[config.mk]
export PLATFORM = sky130hd
export DESIGN_NAME = exp_shadow_sync
export DESIGN_NICKNAME = d
export VERILOG_FILES = /design/src/rtl/exp_shadow_pkg.sv /design/src/rtl/exp_hold_regs.sv /design/src/rtl/exp_burst_tracker.sv /design/src/rtl/exp_apply_pipe.sv /design/src/rtl/exp_shadow_sync.sv
export SDC_FILE = /design/constraint.sdc
export NUM_CORES = 1
export LEC_CHECK = 0
export ABC_AREA = 1
export BUFFER_PORTS_ARGS = -buffer_cell sky130_fd_sc_hd__buf_2
export CAP_MARGIN = 0
export CORE_MARGIN = 1.5
export CORE_UTILIZATION = 59
export DETAILED_ROUTE_END_ITERATION = 10
export GPL_TIMING_DRIVEN = 0
export PLACE_DENSITY_LB_ADDON = 0.05
export SETUP_SLACK_MARGIN = 0.1
export SYNTH_ARGS = -nofsm -noshare
export SYNTH_HDL_FRONTEND = slang
export SYNTH_SLANG_ARGS = --single-unit
[constraint.sdc]
create_clock -name clk -period 4.7 [get_ports clk]
set_clock_uncertainty 0.2 [all_clocks]
set_input_delay 0.47 -clock clk [delete_from_list [all_inputs] [get_ports clk]]
set_output_delay 0.47 -clock clk [all_outputs]
set_load 0.02 [all_outputs]
[src/rtl/exp_shadow_pkg.sv]
package exp_shadow_pkg;
  localparam int COARSE_W = 16;
  localparam int FINE_W   = 8;
  localparam int CLKDIV_W = 4;
  localparam int GAIN_W   = 8;
  localparam int BYTE_W   = 8;
  localparam int PAGE_BYTES = 5;

  localparam int OFF_FINE      = 0;
  localparam int OFF_COARSE_HI = 1;
  localparam int OFF_COARSE_LO = 2;
  localparam int OFF_GAIN      = 3;
  localparam int OFF_CLKDIV    = 4;

  typedef struct packed {
    logic [COARSE_W-1:0] coarse;
    logic [FINE_W-1:0]   fine;
    logic [CLKDIV_W-1:0] clkdiv;
    logic [GAIN_W-1:0]   gain;
  } exp_set_t;
endpackage

[src/rtl/exp_hold_regs.sv]
module exp_hold_regs
  import exp_shadow_pkg::*;
#(
  parameter int                 ADDR_W    = 8,
  parameter logic [ADDR_W-1:0]  PAGE_BASE = 8'h20
) (
  input  logic                clk,
  input  logic                rst_n,
  input  logic                wr_valid,
  input  logic [ADDR_W-1:0]   wr_addr,
  input  logic [BYTE_W-1:0]   wr_data,
  input  logic [ADDR_W-1:0]   rd_addr,
  output logic [BYTE_W-1:0]   rd_data,
  output logic                page_we,
  output logic                other_we,
  output exp_set_t            hold_set
);
  localparam logic [ADDR_W-1:0] NBYTES = ADDR_W'(PAGE_BYTES);

  logic [ADDR_W-1:0] wr_off, rd_off;
  logic [BYTE_W-1:0] hold_q [PAGE_BYTES];

  assign wr_off   = wr_addr - PAGE_BASE;
  assign rd_off   = rd_addr - PAGE_BASE;
  assign page_we  = wr_valid && (wr_off < NBYTES);
  assign other_we = wr_valid && !(wr_off < NBYTES);

  for (genvar i = 0; i < PAGE_BYTES; i++) begin : g_byte
    localparam logic [BYTE_W-1:0] KEEP =
      (i == OFF_CLKDIV) ? BYTE_W'((1 << CLKDIV_W) - 1) : '1;
    always_ff @(posedge clk) begin
      if (!rst_n)
        hold_q[i] <= '0;
      else if (page_we && wr_off == ADDR_W'(i))
        hold_q[i] <= wr_data & KEEP;
    end
  end

  always_comb begin
    rd_data = '0;
    for (int i = 0; i < PAGE_BYTES; i++)
      if (rd_off == ADDR_W'(i)) rd_data = hold_q[i];
  end

  assign hold_set.coarse = {hold_q[OFF_COARSE_HI], hold_q[OFF_COARSE_LO]};
  assign hold_set.fine   = hold_q[OFF_FINE];
  assign hold_set.clkdiv = hold_q[OFF_CLKDIV][CLKDIV_W-1:0];
  assign hold_set.gain   = hold_q[OFF_GAIN];
endmodule

[src/rtl/exp_burst_tracker.sv]
module exp_burst_tracker (
  input  logic clk,
  input  logic rst_n,
  input  logic page_we,
  input  logic other_we,
  input  logic bus_stop,
  input  logic frame_start,
  output logic xfer,
  output logic pending
);
  logic burst_q, pending_q;

  // A transfer needs a frame start, an unconsumed set, no open burst
  // and no page write arriving on the same edge.
  assign xfer    = frame_start && pending_q && !burst_q && !page_we;
  assign pending = pending_q;

  always_ff @(posedge clk) begin
    if (!rst_n) begin
      burst_q   <= 1'b0;
      pending_q <= 1'b0;
    end else begin
      if (page_we)                    burst_q <= 1'b1;
      else if (other_we || bus_stop)  burst_q <= 1'b0;

      if (page_we)    pending_q <= 1'b1;
      else if (xfer)  pending_q <= 1'b0;
    end
  end
endmodule

[src/rtl/exp_apply_pipe.sv]
module exp_apply_pipe
  import exp_shadow_pkg::*;
#(
  parameter logic [COARSE_W-1:0] COARSE_MAX = 16'd500,
  parameter logic [FINE_W-1:0]   FINE_MAX   = 8'd200,
  parameter logic [CLKDIV_W-1:0] CLKDIV_MAX = 4'd11,
  parameter logic [GAIN_W-1:0]   GAIN_MAX   = 8'd15
) (
  input  logic     clk,
  input  logic     rst_n,
  input  logic     xfer,
  input  logic     frame_start,
  input  exp_set_t hold_set,
  output exp_set_t act_set
);
  exp_set_t         clipped;
  logic [GAIN_W-1:0] gain_stage_q;
  exp_set_t         act_q;

  always_comb begin
    clipped.coarse = (hold_set.coarse > COARSE_MAX) ? COARSE_MAX : hold_set.coarse;
    clipped.fine   = (hold_set.fine   > FINE_MAX)   ? FINE_MAX   : hold_set.fine;
    clipped.clkdiv = (hold_set.clkdiv > CLKDIV_MAX) ? CLKDIV_MAX : hold_set.clkdiv;
    clipped.gain   = (hold_set.gain   > GAIN_MAX)   ? GAIN_MAX   : hold_set.gain;
  end

  always_ff @(posedge clk) begin
    if (!rst_n) begin
      act_q        <= '0;
      gain_stage_q <= '0;
    end else begin
      if (xfer) begin
        act_q.coarse <= clipped.coarse;
        act_q.fine   <= clipped.fine;
        act_q.clkdiv <= clipped.clkdiv;
        gain_stage_q <= clipped.gain;
      end
      if (frame_start) act_q.gain <= gain_stage_q;
    end
  end

  assign act_set = act_q;
endmodule

[src/rtl/exp_shadow_sync.sv]
module exp_shadow_sync
  import exp_shadow_pkg::*;
#(
  parameter int                  ADDR_W     = 8,
  parameter logic [ADDR_W-1:0]   PAGE_BASE  = 8'h20,
  parameter logic [COARSE_W-1:0] COARSE_MAX = 16'd500,
  parameter logic [FINE_W-1:0]   FINE_MAX   = 8'd200,
  parameter logic [CLKDIV_W-1:0] CLKDIV_MAX = 4'd11,
  parameter logic [GAIN_W-1:0]   GAIN_MAX   = 8'd15
) (
  input  logic                clk,
  input  logic                rst_n,
  input  logic                wr_valid,
  output logic                wr_ready,
  input  logic [ADDR_W-1:0]   wr_addr,
  input  logic [BYTE_W-1:0]   wr_data,
  input  logic                bus_stop,
  input  logic                frame_start,
  input  logic [ADDR_W-1:0]   rd_addr,
  output logic [BYTE_W-1:0]   rd_data,
  output logic [COARSE_W-1:0] act_coarse,
  output logic [FINE_W-1:0]   act_fine,
  output logic [CLKDIV_W-1:0] act_clkdiv,
  output logic [GAIN_W-1:0]   act_gain,
  output logic                exp_pending
);
  logic     page_we, other_we, xfer;
  exp_set_t hold_set, act_set;

  // Writes are absorbed in one cycle, so ready only tracks reset.
  assign wr_ready = rst_n;

  exp_hold_regs #(.ADDR_W(ADDR_W), .PAGE_BASE(PAGE_BASE)) u_hold (
    .clk(clk), .rst_n(rst_n), .wr_valid(wr_valid), .wr_addr(wr_addr),
    .wr_data(wr_data), .rd_addr(rd_addr), .rd_data(rd_data),
    .page_we(page_we), .other_we(other_we), .hold_set(hold_set)
  );

  exp_burst_tracker u_trk (
    .clk(clk), .rst_n(rst_n), .page_we(page_we), .other_we(other_we),
    .bus_stop(bus_stop), .frame_start(frame_start), .xfer(xfer),
    .pending(exp_pending)
  );

  exp_apply_pipe #(
    .COARSE_MAX(COARSE_MAX), .FINE_MAX(FINE_MAX),
    .CLKDIV_MAX(CLKDIV_MAX), .GAIN_MAX(GAIN_MAX)
  ) u_apply (
    .clk(clk), .rst_n(rst_n), .xfer(xfer), .frame_start(frame_start),
    .hold_set(hold_set), .act_set(act_set)
  );

  assign act_coarse = act_set.coarse;
  assign act_fine   = act_set.fine;
  assign act_clkdiv = act_set.clkdiv;
  assign act_gain   = act_set.gain;
endmodule

Word level (Yosys, flattened, before mapping)
Memory sizes are Yosys's and may differ from the RTL's.
Cells that the tools add are included.
{"block": "word_totals", "reg_bits": 46, "mem_count": 1, "mem_bits_rw": 40, "inputBits": 29, "elab_cells": 80, "output_inout_bits": 46}
{"name": "u_hold.hold_q", "words": 5, "word_bits": 8, "rd": 5, "rd_ports_with_merged_regs": 0, "write_ports": 5, "line": "exp_hold_regs.sv:21", "rtl": "logic [BYTE_W-1:0] hold_q [PAGE_BYTES];"}
{"block": "op_classes", "n_eq_ne": 8, "n_mux": 34, "bitwise_logic": 5, "add_sub_neg": 2, "n_reduce_logical": 18, "order_cmp": 5}
{"operator": "8-bit two-way mux", "count": 12}
{"operator": "8-bit by 2-bit equality test with 1-bit output, second input constant", "count": 4}
{"operator": "1-bit two-way mux", "count": 20}
{"operator": "8-bit by 1-bit equality test with 1-bit output, second input constant", "count": 2}
{"operator": "8-bit by 3-bit equality test with 1-bit output, second input constant", "count": 2}
{"operator": "16-bit by 9-bit greater-than comparator with 1-bit output, second input constant", "count": 1}
{"operator": "8-bit zero test", "count": 2}
{"operator": "16-bit two-way mux", "count": 1}
{"operator": "8-bit by 6-bit subtractor with 8-bit output, second input constant", "count": 2}
{"operator": "1-bit logical AND", "count": 10}
{"operator": "8-bit by 4-bit greater-than comparator with 1-bit output, second input constant", "count": 1}
{"operator": "8-bit greater-than comparator, second input constant", "count": 1}
{"operator": "8-bit by 3-bit < comparator with 1-bit output, second input constant", "count": 1}
{"operator": "1-bit bitwise OR", "count": 5}
{"operator": "4-bit greater-than comparator, second input constant", "count": 1}
{"operator": "4-bit two-way mux", "count": 1}
{"operator": "2-bit nonzero test", "count": 2}
{"operator": "1-bit zero test", "count": 3}
{"operator": "1-bit logical OR", "count": 1}

Logic depth before layout (Yosys ltp)
Gate-level depths: netlist of the first run.
{"block": "logic_depth", "depth_word": 8, "depth_mapped": 12}

Cells and area by module
Synthesis of the first run repeated with hierarchy kept, for this count alone.
{"block": "unflattened", "cells_unflattened": 447, "hier_area_um2": 3707.3}
{"mod": "exp_hold_regs", "cells_each": 217, "area_each_um2": 1958.1, "n_inst": 1}
{"mod": "exp_apply_pipe", "cells_each": 217, "area_each_um2": 1654.1, "n_inst": 1}
{"mod": "exp_burst_tracker", "cells_each": 12, "area_each_um2": 87.6, "n_inst": 1}
{"mod": "exp_shadow_sync", "cells_each": 1, "area_each_um2": 7.5, "n_inst": 1}

Worst setup path before layout of the first run
No wires, ideal clock.
{"block": "synth_timing", "kind": "input to output", "start": "input rd_addr[5]", "end": "output rd_data[5]", "slack_ns": 2.404, "path_buffers": 0, "path_stages": 10, "arrival_time_ns": 1.626, "required_time_ns": 4.030, "cell_sequence": "inv_1 ha_1 nand2_1 nor2_1 nand2_1 inv_1 nand2_1 nand2_1 nor2_1 nor2_1"}
{"block": "synth_via", "elab_chain_cells": 7, "word_cells_on_any_way": 11}
{"element": "start, declared", "line": "exp_shadow_sync.sv:19", "rtl": "input logic [ADDR_W-1:0] rd_addr,"}
{"element": "8-bit by 6-bit subtractor with 8-bit output (*)", "line": "exp_hold_regs.sv:24", "rtl": "assign rd_off = rd_addr - PAGE_BASE;"}
{"element": "8-bit zero test", "line": "exp_hold_regs.sv:42", "rtl": "if (rd_off == ADDR_W'(i)) rd_data = hold_q[i];"}
{"element": "8-bit two-way mux (4 in a row)", "line": "exp_hold_regs.sv:42"}
{"element": "8-bit two-way mux (*)", "line": "exp_hold_regs.sv:42"}
{"element": "end, declared", "line": "exp_shadow_sync.sv:20", "rtl": "output logic [BYTE_W-1:0] rd_data,"}
Mark *: on every way between the ends. The rest lies on a longest branch, timed or not.

Final worst setup path of the first run
{"block": "layout_timing", "start": "input rd_addr[5]", "end": "output rd_data[4]"}
Same word-level chain as after synthesis.

==> results of run 1 <==
==> final cells by class <==
cell class | count | area (µm²) | area share
Sequential cell | 82 | 2000 | 0.448
Multi-Input combinational cell | 334 | 1460 | 0.326
Timing Repair Buffer | 73 | 365 | 0.0817
Inverter | 61 | 229 | 0.0512
Clock buffer | 13 | 163 | 0.0364
Tap cell | 75 | 93.8 | 0.0210
Buffer | 15 | 92.6 | 0.0207
Clock inverter | 3 | 68.8 | 0.0154
==> final timing paths <==
check | to | startpoint | cells past startpoint | slack (ps)
min reg2reg | u_apply.gain_stage_q[6]$_SDFFE_PN0P_ | u_apply.gain_stage_q[6]$_SDFFE_PN0P_ | 2 | 240
min | u_trk.burst_q$_SDFFE_PN0P_ | bus_stop | 4 | 180
max reg2reg | u_apply.act_set[20]$_SDFFE_PN0P_ | u_hold.hold_q[1][3]$_SDFFCE_PN0P_ | 7 | 2950
max | rd_data[4] | rd_addr[5] | 13 | 2030
==> metal layers <==
layer	vias to the layer above	part of all wire
met5	-	0
met4	0	0.020
met3	21	0.080
met2	141	0.48
met1	1519	0.42
li1	1715	-
==> Yosys cell counts <==
library cell,count
dfxtp_1,46
nand2_1,124
nand4_1,12
inv_2,2
o21ai_1,1
nor3_2,1
nor3_4,1
edfxtp_1,36
nor2_4,2
buf_2,5
inv_1,59
buf_6,3
ha_1,2
clkbuf_1,5
nand3_2,1
nand3b_1,3
clkbuf_4,1
nor2_2,1
a21oi_1,13
nand3_1,31
nor3_1,7
nor2_8,1
o21ai_0,15
buf_4,1
nand2_2,1
nor2_1,118
==> state kept, by name (all words and copies together), names as in the netlist <==
signal / flops
u_hold.hold_q: 36
u_apply.gain_stage_q: 8
u_apply.act_set: 36
u_trk.pending: 1
u_trk.burst_q: 1
==> kinds of logic after synthesis <==
logic type | count (synthesis)
AND/OR/NAND/NOR | 303
flip-flops | 82
buffers and inverters | 76
AO/OA/AOI/OAI | 29
adder cells (fa/ha/maj) | 2
==> report_power, final <==
group	total (mW)	internal, mW	switching, mW	leakage [nW]
Clock	0.582	0.338	0.244	0.119
Combinational	0.103	0.0331	0.0701	1.33
Sequential	0.780	0.763	0.0167	0.714
Total	1.47	1.13	0.331	2.16
==> critical path, stage by stage <==
cell and delay [ps]:
buf_2 80, inv_1 40, ha_1 200, inv_1 50
nand2_1 40, nand2_1 70, clkbuf_1 330, nand3_1 230
o21ai_1 180, inv_1 50, nand2_1 60, nand2_1 40
buf_2 150
==> through the flow <==
stage               utilization  power (mW)  hold WS, ps  setup WS, ps  cells
global placement          0.700       0.894          223          2060    640
global route              0.738        1.52          181          1880    656
floorplan                     -       0.856          216          2400    492
CTS                       0.738        1.47          182          2060    656
finish                    0.738        1.47          181          2030    656
detailed placement        0.700       0.898          228          2060    640
==> metrics.md, run 1 <==
| Metric | Value |
|---|---|
| Status | `completed` |
| Peak VDD IR | `0.268 mV` |
| Final WL | `roughly 8600 µm` |
| Antenna violations before repair | `0` |
| CP Capture Type | `output port` |
| MaxCap Viol Count | `0` |
| Drt wl/cell | `between 10 and 15 µm` |
| CTS tree | `yes` |
| Io pins | `75` |
| IO buf count | `73` |
| Residual DRC | `0` |
| Met2 usage in global routing | `0.445` |
| Post-CTS setup buffer count | `0` |
| Detailed Place HPWL | `around 6700 µm` |
| CP startpoint kind | `input pin` |
| Worst-path fanout max | `10` |
| Worst Path Class, Setup | `in -> out` |
| Floorplan row count | `28` |
| Commonest non-fill, non-tap cell in the layout | `nand2_1` |
| First DRT Iteration DRCs | `~290` |
| Pwr Density | `328 mW/mm²` |
| GRT Util Overall | `0.263` |
| Post-Syn Nets | `roughly 520` |
| Slew @ Worst Pin | `between 500 and 600 ps` |
| Clk pin slew, worst setup/hold paths | `about 70 ps` |
| Die Y | `about 83 µm` |
| Clock latency on the worst-skew pair | `approximately 350 ps` |
| CTS sink cnt | `a little over 80` |
| Diode count | `0` |
| Syn Area/Cell | `roughly 7.7 µm²` |
| Mux contribution to synthesized area | `0` |
| Leakage | `around 2.2 nW` |
| Share of layout cells above drive strength 1 | `0.186` |
| Vias per cell | `roughly 5.2` |
| Fin. Hold Viols | `0` |
| Max Freq | `375 MHz` |
| Fill cells | `between 500 and 600` |
| Post-Route Setup TNS | `0 ps` |
| Vias in the first global route | `between 3000 and 4000` |
| H-tree Lvls | `3` |
| Vias | `approximately 3400` |
| CTS max path bufs | `2` |
| Gr busiest metal | `met2` |
| Cell variety after synth | `26` |
| Cell Area, Synth | `about 0.0038 mm²` |
| Grt met3 use | `0.0577` |
| Die area | `0.00690 mm²` |
| Synth Area in Adders | `0.00662` |
| CP required | `4030 ps` |
| RSZ-0062 raised after global routing | `false` |
| Area grow syn2layout | `18.3%` |
| Drt first pass iters | `5` |
| Final period utilization | `0.567` |
| Starting Density | `0.624` |
| Hold Path Class | `in -> reg` |
| Total Nets Final | `607` |
| CP arrival | `2000 ps` |
| Num CTS Buffers | `9` |
| Synth Area in Simple Gates | `0.341` |
| Cts hold-fix bufs | `0` |
| Largest family of logic cells by synthesized area | `simple AND/OR/NAND/NOR gates` |
| M1 GR Usage | `0.340` |
| Grt ovf | `0` |
| Antenna Nets Post-Route | `0` |
| Post-synthesis xor/xnor area fraction | `0` |
| Yosys top cell area share | `0.286` |
| Setup violations, final | `0` |
| Global-route wire length before repair | `~14000 µm` |
| Synthesis Warnings | `0` |
| Placer Congestion | `a little under 1` |
| Slew Limit Fails | `0` |
| Most frequent cells in the layout | `nand2_1, nor2_1, buf_2` |
| Placed cell areas | `around 0.0042 mm²` |
| Die width | `approximately 83 µm` |
| Post_cts resized | `0` |
| Register area share after synthesis | `0.529` |
| Syn Inst Count | `~500` |
| Clock root buffer | `clkbuf_8` |
| Core area | `approximately 0.006 mm²` |
| Synth area leaders | `edfxtp_1, dfxtp_1, nand2_1` |
| Number of synthesized register bits | `82` |
| Largest net degree at the start of global routing | `14` |
| Yosys top cell by area | `edfxtp_1` |
| Synth Area in Compound Gates | `0.0384` |
| Slew margin rel. | `0.632` |
| Final min period | `about 2700 ps` |
| Fin area | `around 0.0045 mm²` |
Power figures use the tool's default switching activity.
==> inputs of run 2 (changes only) <==
--- a/config.mk
+++ b/config.mk
@@ -5,11 +5,11 @@
 export SDC_FILE = /design/constraint.sdc
 export NUM_CORES = 1
 export LEC_CHECK = 0
-export ABC_AREA = 1
+export ABC_AREA = 0
 export BUFFER_PORTS_ARGS = -buffer_cell sky130_fd_sc_hd__buf_2
 export CAP_MARGIN = 0
 export CORE_MARGIN = 1.5
-export CORE_UTILIZATION = 59
+export CORE_UTILIZATION = 54
 export DETAILED_ROUTE_END_ITERATION = 10
 export GPL_TIMING_DRIVEN = 0
 export PLACE_DENSITY_LB_ADDON = 0.05
==> constraint.sdc (replaced) <==
create_clock -name clk -period 2.5 [get_ports clk]
set_clock_uncertainty 0.2 [all_clocks]
set_input_delay 0.25 -clock clk [delete_from_list [all_inputs] [get_ports clk]]
set_output_delay 0.25 -clock clk [all_outputs]
set_load 0.02 [all_outputs]
==> metrics.md, run 2 <==
| Metric | Value |
|---|---|
| Status | `completed` |
| Switch Pwr | `0.666 mW` |
| Core area | `about 0.0064 mm²` |
| Area grow syn2layout | `21.8%` |
| Clock root buffer | `clkbuf_8` |
| MaxCap Viol Count | `0` |
| Number of synthesized register bits | `between 80 and 90` |
| Fin. Hold Viols | `0` |
| Pwr Density | `about 630 mW/mm²` |
| Post-route setup slack | `roughly 240 ps` |
| WHS | `roughly 12 ps` |
| Placed cell areas | `roughly 0.004 mm²` |
| Setup violations, final | `0` |
| Diode count | `0` |
| Fin area | `0.00435 mm²` |
| CP startpoint kind | `input pin` |
| Antenna Nets Post-Route | `0` |
| Worst Path Buf+Inv | `3` |
| Floorplan row count | `29` |
| RSZ-0062 raised after global routing | `false` |
| Final period utilization | `0.905` |
| Post-Syn Nets | `approximately 370` |
| CP required | `about 2300 ps` |
| Hold path cells | `2` |
| Yosys top cell area share | `0.303` |
| Peak VDD IR | `roughly 0.4 mV` |
| Power Internal | `between 2 and 2.5 mW` |
| CP Capture Type | `flip-flop` |
| CP delay by family, top | `compound AO/OA/AOI/OAI gates` |
| Num CTS Buffers | `9` |
| Syn Inst Count | `between 300 and 400` |
| Syn Area/Cell | `about 11 µm²` |
| Share of layout cells above drive strength 1 | `0.286` |
| Placer Congestion | `a little over 0.9` |
| Seq pwr share | `0.530` |
| Hold_sp | `wr_data[4]` |
| Residual DRC | `0` |
| Commonest non-fill, non-tap cell in the layout | `buf_2` |
| Synth area leaders | `edfxtp_1, dfxtp_1, and2_1` |
| R2R Path End | `u_apply.act_set[27]$_SDFFE_PN0P_` |
| RR Startpoint | `u_trk.burst_q$_SDFFE_PN0P_` |
| Io pins | `75` |
| Max Freq | `approximately 440 MHz` |
| Vias per cell | `5.66` |
| Leakage | `between 1.5 and 2 nW` |
| Worst-path fanout max | `10` |
| CP Launch Point | `wr_addr[5]` |
| Synth Area in Adders | `0.00701` |
| Post-synth top cells | `dfxtp_1, and2_1, edfxtp_1, nor2_1, nand2_1` |
| Die area | `0.00711 mm²` |
| Starting Density | `0.559` |
| IO buf count | `71` |
| GRT Util Overall | `0.241` |
| Post-Route Setup TNS | `0 ps` |
| Detailed Place HPWL | `around 6100 µm` |
| First DRT Iteration DRCs | `280` |
| Total Nets Final | `between 400 and 500` |
| CP max-delay cell | `o41ai_4` |
| Hold EP | `u_hold.hold_q[1][4]$_SDFFCE_PN0P_` |
| Setup slack, reg-to-reg | `between 700 and 800 ps` |
| Drt first pass iters | `5` |
| Final WL | `between 8000 and 9000 µm` |
| CTS max path bufs | `2` |
| Worst Path Class, Setup | `in -> reg` |
| Crit-path cells | `buf_2 -> inv_1 -> ha_1 -> xnor2_1 -> nand4_1 -> buf_4 -> or2_1 -> o41ai_4` |
| CTS tree | `yes` |
| Mux contribution to synthesized area | `0.0351` |
| CTS sink cnt | `82` |
| Clk pin slew, worst setup/hold paths | `approximately 90 ps` |
| Drt wl/cell | `roughly 16 µm` |
| Largest net degree at the start of global routing | `16` |
| Synth Area in Compound Gates | `0.125` |
| Synth Area in Simple Gates | `0.227` |
| Post-synthesis xor/xnor area fraction | `0.00491` |
| Global-route wire length before repair | `13100 µm` |
| Switching power as a share of total power | `0.242` |
| Post-synth EDFFs | `36` |
| R2R cell count | `4` |
| CP peak stage delay | `about 500 ps` |
| Vias | `between 2000 and 3000` |
| Slew margin rel. | `0.495` |
| Hold Path Class | `in -> reg` |
| Place WS | `-336 ps` |
| H-tree Lvls | `3` |
| Most numerous cell in the Yosys netlist | `dfxtp_1` |
| Async S/R FF share, synth | `0` |
| Slew @ Worst Pin | `around 750 ps` |
| Die width | `between 80 and 90 µm` |
| Synthesis Warnings | `0` |
| Most used DFF post-synth | `dfxtp_1` |
| Slew Limit Fails | `0` |
| Final min period | `between 2000 and 2500 ps` |
| Die Y | `between 80 and 90 µm` |
| Clock Power Share | `0.405` |
| Cell Area, Synth | `about 0.0036 mm²` |
| Clock latency on the worst-skew pair | `roughly 360 ps` |
| Vias in the first global route | `approximately 2500` |
| Antenna violations before repair | `0` |
| Combinational share of power | `0.065` |
| Most frequent cells in the layout | `buf_2, dfxtp_1, and2_1, edfxtp_1, nor2_1` |
| Grt ovf | `0` |
| CP arrival | `~2100 ps` |
| Largest family of logic cells by synthesized area | `simple AND/OR/NAND/NOR gates` |
| Register area share after synthesis | `0.561` |
| Yosys top cell by area | `edfxtp_1` |
| Cell variety after synth | `43` |
## run 2: cell count changes in the layout (fill, tap and decap cells not counted), moves of 5 or more
cell      previous run  this run
and2_1               0        36
nand2_1            124        25
nor2_1             118        30
and3_1               0        12
nand4_1             12         4
mux2i_1              0         8
inv_1               59        10
o22ai_1              0         6
o221a_2              0         6
nand3_1             31        10
a211oi_1             0        15
a21oi_1             13         7
clkbuf_1             6        11
## run 2: worst max-delay path by stage
stage / endpoint / depth (start not counted)
4_1_cts: rd_data[2] / 9
6_report: u_hold.hold_q[0][5]$_SDFFCE_PN0P_ / 8
5_1_grt: u_hold.hold_q[0][5]$_SDFFCE_PN0P_ / 8
3_3_place_gp: u_hold.hold_q[3][6]$_SDFFCE_PN0P_ / 7
2_1_floorplan: u_hold.hold_q[2][0]$_SDFFCE_PN0P_ / 7
3_5_place_dp: u_hold.hold_q[3][4]$_SDFFCE_PN0P_ / 7
## run 2: logic make-up (layout without fill, tap and decap cells)
kind of cell / Yosys count / after routing
muxes: 12 / 12
and+or+nand+nor: 145 / 145
AOI/OAI and AO/OA: 61 / 61
adders and majority gates: 2 / 2
xor gates and xnor gates: 2 / 2
DFF: 82 / 82
buffers and inverters: 30 / 119
## run 2: power groups by stage
stage	combinational (mW)	sequential (mW)	clock [mW]
floorplan	0.102	1.48	0
global placement	0.164	1.49	0
detailed placement	0.168	1.49	0
CTS	0.172	1.46	1.12
global route	0.195	1.46	1.18
finish	0.178	1.46	1.11
## run 2: repair_timing
action,CTS,global route
endpoints found under the hold margin,1,0
resized for setup,2,9
setup buffers,0,0
hold buffers,2,0
endpoints found under the setup margin,12,20
## run 2: final cells by class
| class | instances | area (µm²) |
|---|---|---|
| clock buffers | 11 | 174 |
| repair buffers | 73 | 375 |
| clock inverters | 5 | 62.6 |
| plain buffers | 20 | 104 |
| fillers | 522 | 2040 |
| flip-flops and latches | 82 | 2000 |
| multi-input cells | 222 | 1500 |
| well taps | 77 | 96.3 |
| inverters | 10 | 37.5 |
## run 2: per-layer routing
metal / global-route usage / share of wire / vias to the layer above / wire (µm)
li1: - / - / 1376 / -
met1: 0.365 / 0.48 / 1334 / 3950
met2: 0.342 / 0.44 / 107 / 3600
met3: 0.0580 / 0.066 / 12 / 542
met4: 0.0715 / 0.012 / 0 / 102
met5: 0 / 0 / - / 0
## run 2: per-stage QoR
stage               total power [mW]   util  instances
floorplan                       1.58      -        334
global placement                1.65  0.633        482
detailed placement              1.66  0.633        482
CTS                             2.75  0.674        500
global route                    2.84  0.681        500
finish                          2.75  0.681        500
==> inputs of run 3 (changes only) <==
--- a/config.mk
+++ b/config.mk
@@ -9,7 +9,7 @@
 export BUFFER_PORTS_ARGS = -buffer_cell sky130_fd_sc_hd__buf_2
 export CAP_MARGIN = 0
 export CORE_MARGIN = 1.5
-export CORE_UTILIZATION = 54
+export CORE_UTILIZATION = 50
 export DETAILED_ROUTE_END_ITERATION = 10
 export GPL_TIMING_DRIVEN = 0
 export PLACE_DENSITY_LB_ADDON = 0.05
==> metrics.md, run 3 (synthesis results as in run 2) <==
| Metric | Value |
|---|---|
| Status | `completed` |
| H-tree Lvls | `3` |
| Peak VDD IR | `between 0.3 and 0.4 mV` |
| Vias per cell | `between 5 and 6` |
| Global-route wire length before repair | `12600 µm` |
| Area grow syn2layout | `21.0%` |
| Worst Path Class, Setup | `in -> out` |
| Slew margin rel. | `0.524` |
| Drt wl/cell | `approximately 16 µm` |
| Fin. Hold Viols | `0` |
| Clk pin slew, worst setup/hold paths | `around 80 ps` |
| Detailed Place HPWL | `just over 6000 µm` |
| Commonest non-fill, non-tap cell in the layout | `buf_2` |
| Residual DRC | `0` |
| Post-route setup slack | `about 170 ps` |
| First DRT Iteration DRCs | `between 100 and 150` |
| Hold Path Class | `in -> reg` |
| WHS | `12.4 ps` |
| Share of layout cells above drive strength 1 | `0.276` |
| CP Capture Type | `output port` |
| Num CTS Buffers | `9` |
| CTS sink cnt | `82` |
| IO buf count | `71` |
| Placer Congestion | `0.865` |
| Largest net degree at the start of global routing | `14` |
| Grt ovf | `0` |
| CTS max path bufs | `2` |
| Diode count | `0` |
| Slew @ Worst Pin | `710 ps` |
| Io pins | `75` |
| Die width | `87.5 µm` |
| MaxCap Viol Count | `0` |
| Core area | `a little under 0.007 mm²` |
| Vias in the first global route | `approximately 2500` |
| Total Nets Final | `450` |
| Pwr Density | `~600 mW/mm²` |
| Slew Limit Fails | `0` |
| Place WS | `-281 ps` |
| Max Freq | `around 430 MHz` |
| CTS tree | `yes` |
| Antenna violations before repair | `0` |
| Leakage | `around 1.8 nW` |
| Clock root buffer | `clkbuf_8` |
| Starting Density | `0.523` |
| Antenna Nets Post-Route | `0` |
| Final min period | `2330 ps` |
| Die area | `approximately 0.0077 mm²` |
| Vias | `around 2700` |
| RSZ-0062 raised after global routing | `true` |
| Post-CTS setup buffer count | `0` |
| Die Y | `about 87 µm` |
| Most frequent cells in the layout | `buf_2, dfxtp_1, and2_1, edfxtp_1, nor2_1` |
| Setup slack, reg-to-reg | `around 780 ps` |
| Setup violations, final | `0` |
| Floorplan row count | `30` |
| Final WL | `roughly 8000 µm` |
| Worst-path fanout max | `8` |
| CP required | `between 2000 and 2500 ps` |
| Clock latency on the worst-skew pair | `roughly 370 ps` |
| Final period utilization | `0.934` |
| CP startpoint kind | `input pin` |
| Drt first pass iters | `4` |
| GRT Util Overall | `0.223` |
| CP arrival | `between 1500 and 2000 ps` |
run 3: where the power goes:
group	switching (mW)	leakage, nW	total (mW)	internal, mW
registers	0.0297	0.712	1.46	1.43
logic	0.113	0.972	0.178	0.0649
clock network	0.475	0.103	0.972	0.497
total	0.617	1.79	2.61	1.99
run 3: path summary, 6_finish.rpt:
kind	endpoint	start	depth (start not counted)
worst max-delay path	rd_data[0]	rd_addr[5]	9
worst max register to register	u_apply.act_set[24]$_SDFFE_PN0P_	u_hold.hold_q[1][7]$_SDFFCE_PN0P_	3
worst min register to register	u_apply.act_set[16]$_SDFFE_PN0P_	u_apply.act_set[16]$_SDFFE_PN0P_	2
worst min-delay path	u_hold.hold_q[3][6]$_SDFFCE_PN0P_	wr_data[6]	2
run 3: cell type report:
type                            instances  area [µm²]
Buffer                                 20         103
Clock buffer                           12         148
Sequential cell                        82        2000
Timing Repair Buffer                   74         385
Clock inverter                          4        51.3
Multi-Input combinational cell        222        1470
Tap cell                               96         120
Inverter                               10        37.5
Fill cell                             591        2510
run 3: repair_timing:
item,CTS,global route
endpoints found under the setup margin,11,20
gates resized for setup,2,4
hold buffers,3,0
hold endpoints to repair,3,0
run 3: worst max-delay path, stage by stage:
cell and delay, ps:
buf_2 90, inv_1 40, ha_1 260, nand2_1 80
nor4_4 250, nand2b_1 80, clkbuf_1 220, o32ai_1 380
buf_2 230
run 3: metal layers:
layer,track usage,share of wire
met5,0,0
met2,0.332,0.44
met4,0.104,0.016
met1,0.317,0.50
met3,0.0370,0.052
run 3: per-stage QoR:
step | area, µm² | setup TNS (ps) | cells | power [mW] | util
detailed placement | 4060 | -7530 | 501 | 1.66 | 0.595
global route | 4320 | 0 | 520 | 2.69 | 0.632
CTS | 4300 | 0 | 520 | 2.61 | 0.629
floorplan | 3590 | 0 | 334 | 1.58 | -
finish | 4320 | 0 | 520 | 2.61 | 0.632
global placement | 4060 | -5870 | 501 | 1.65 | 0.595
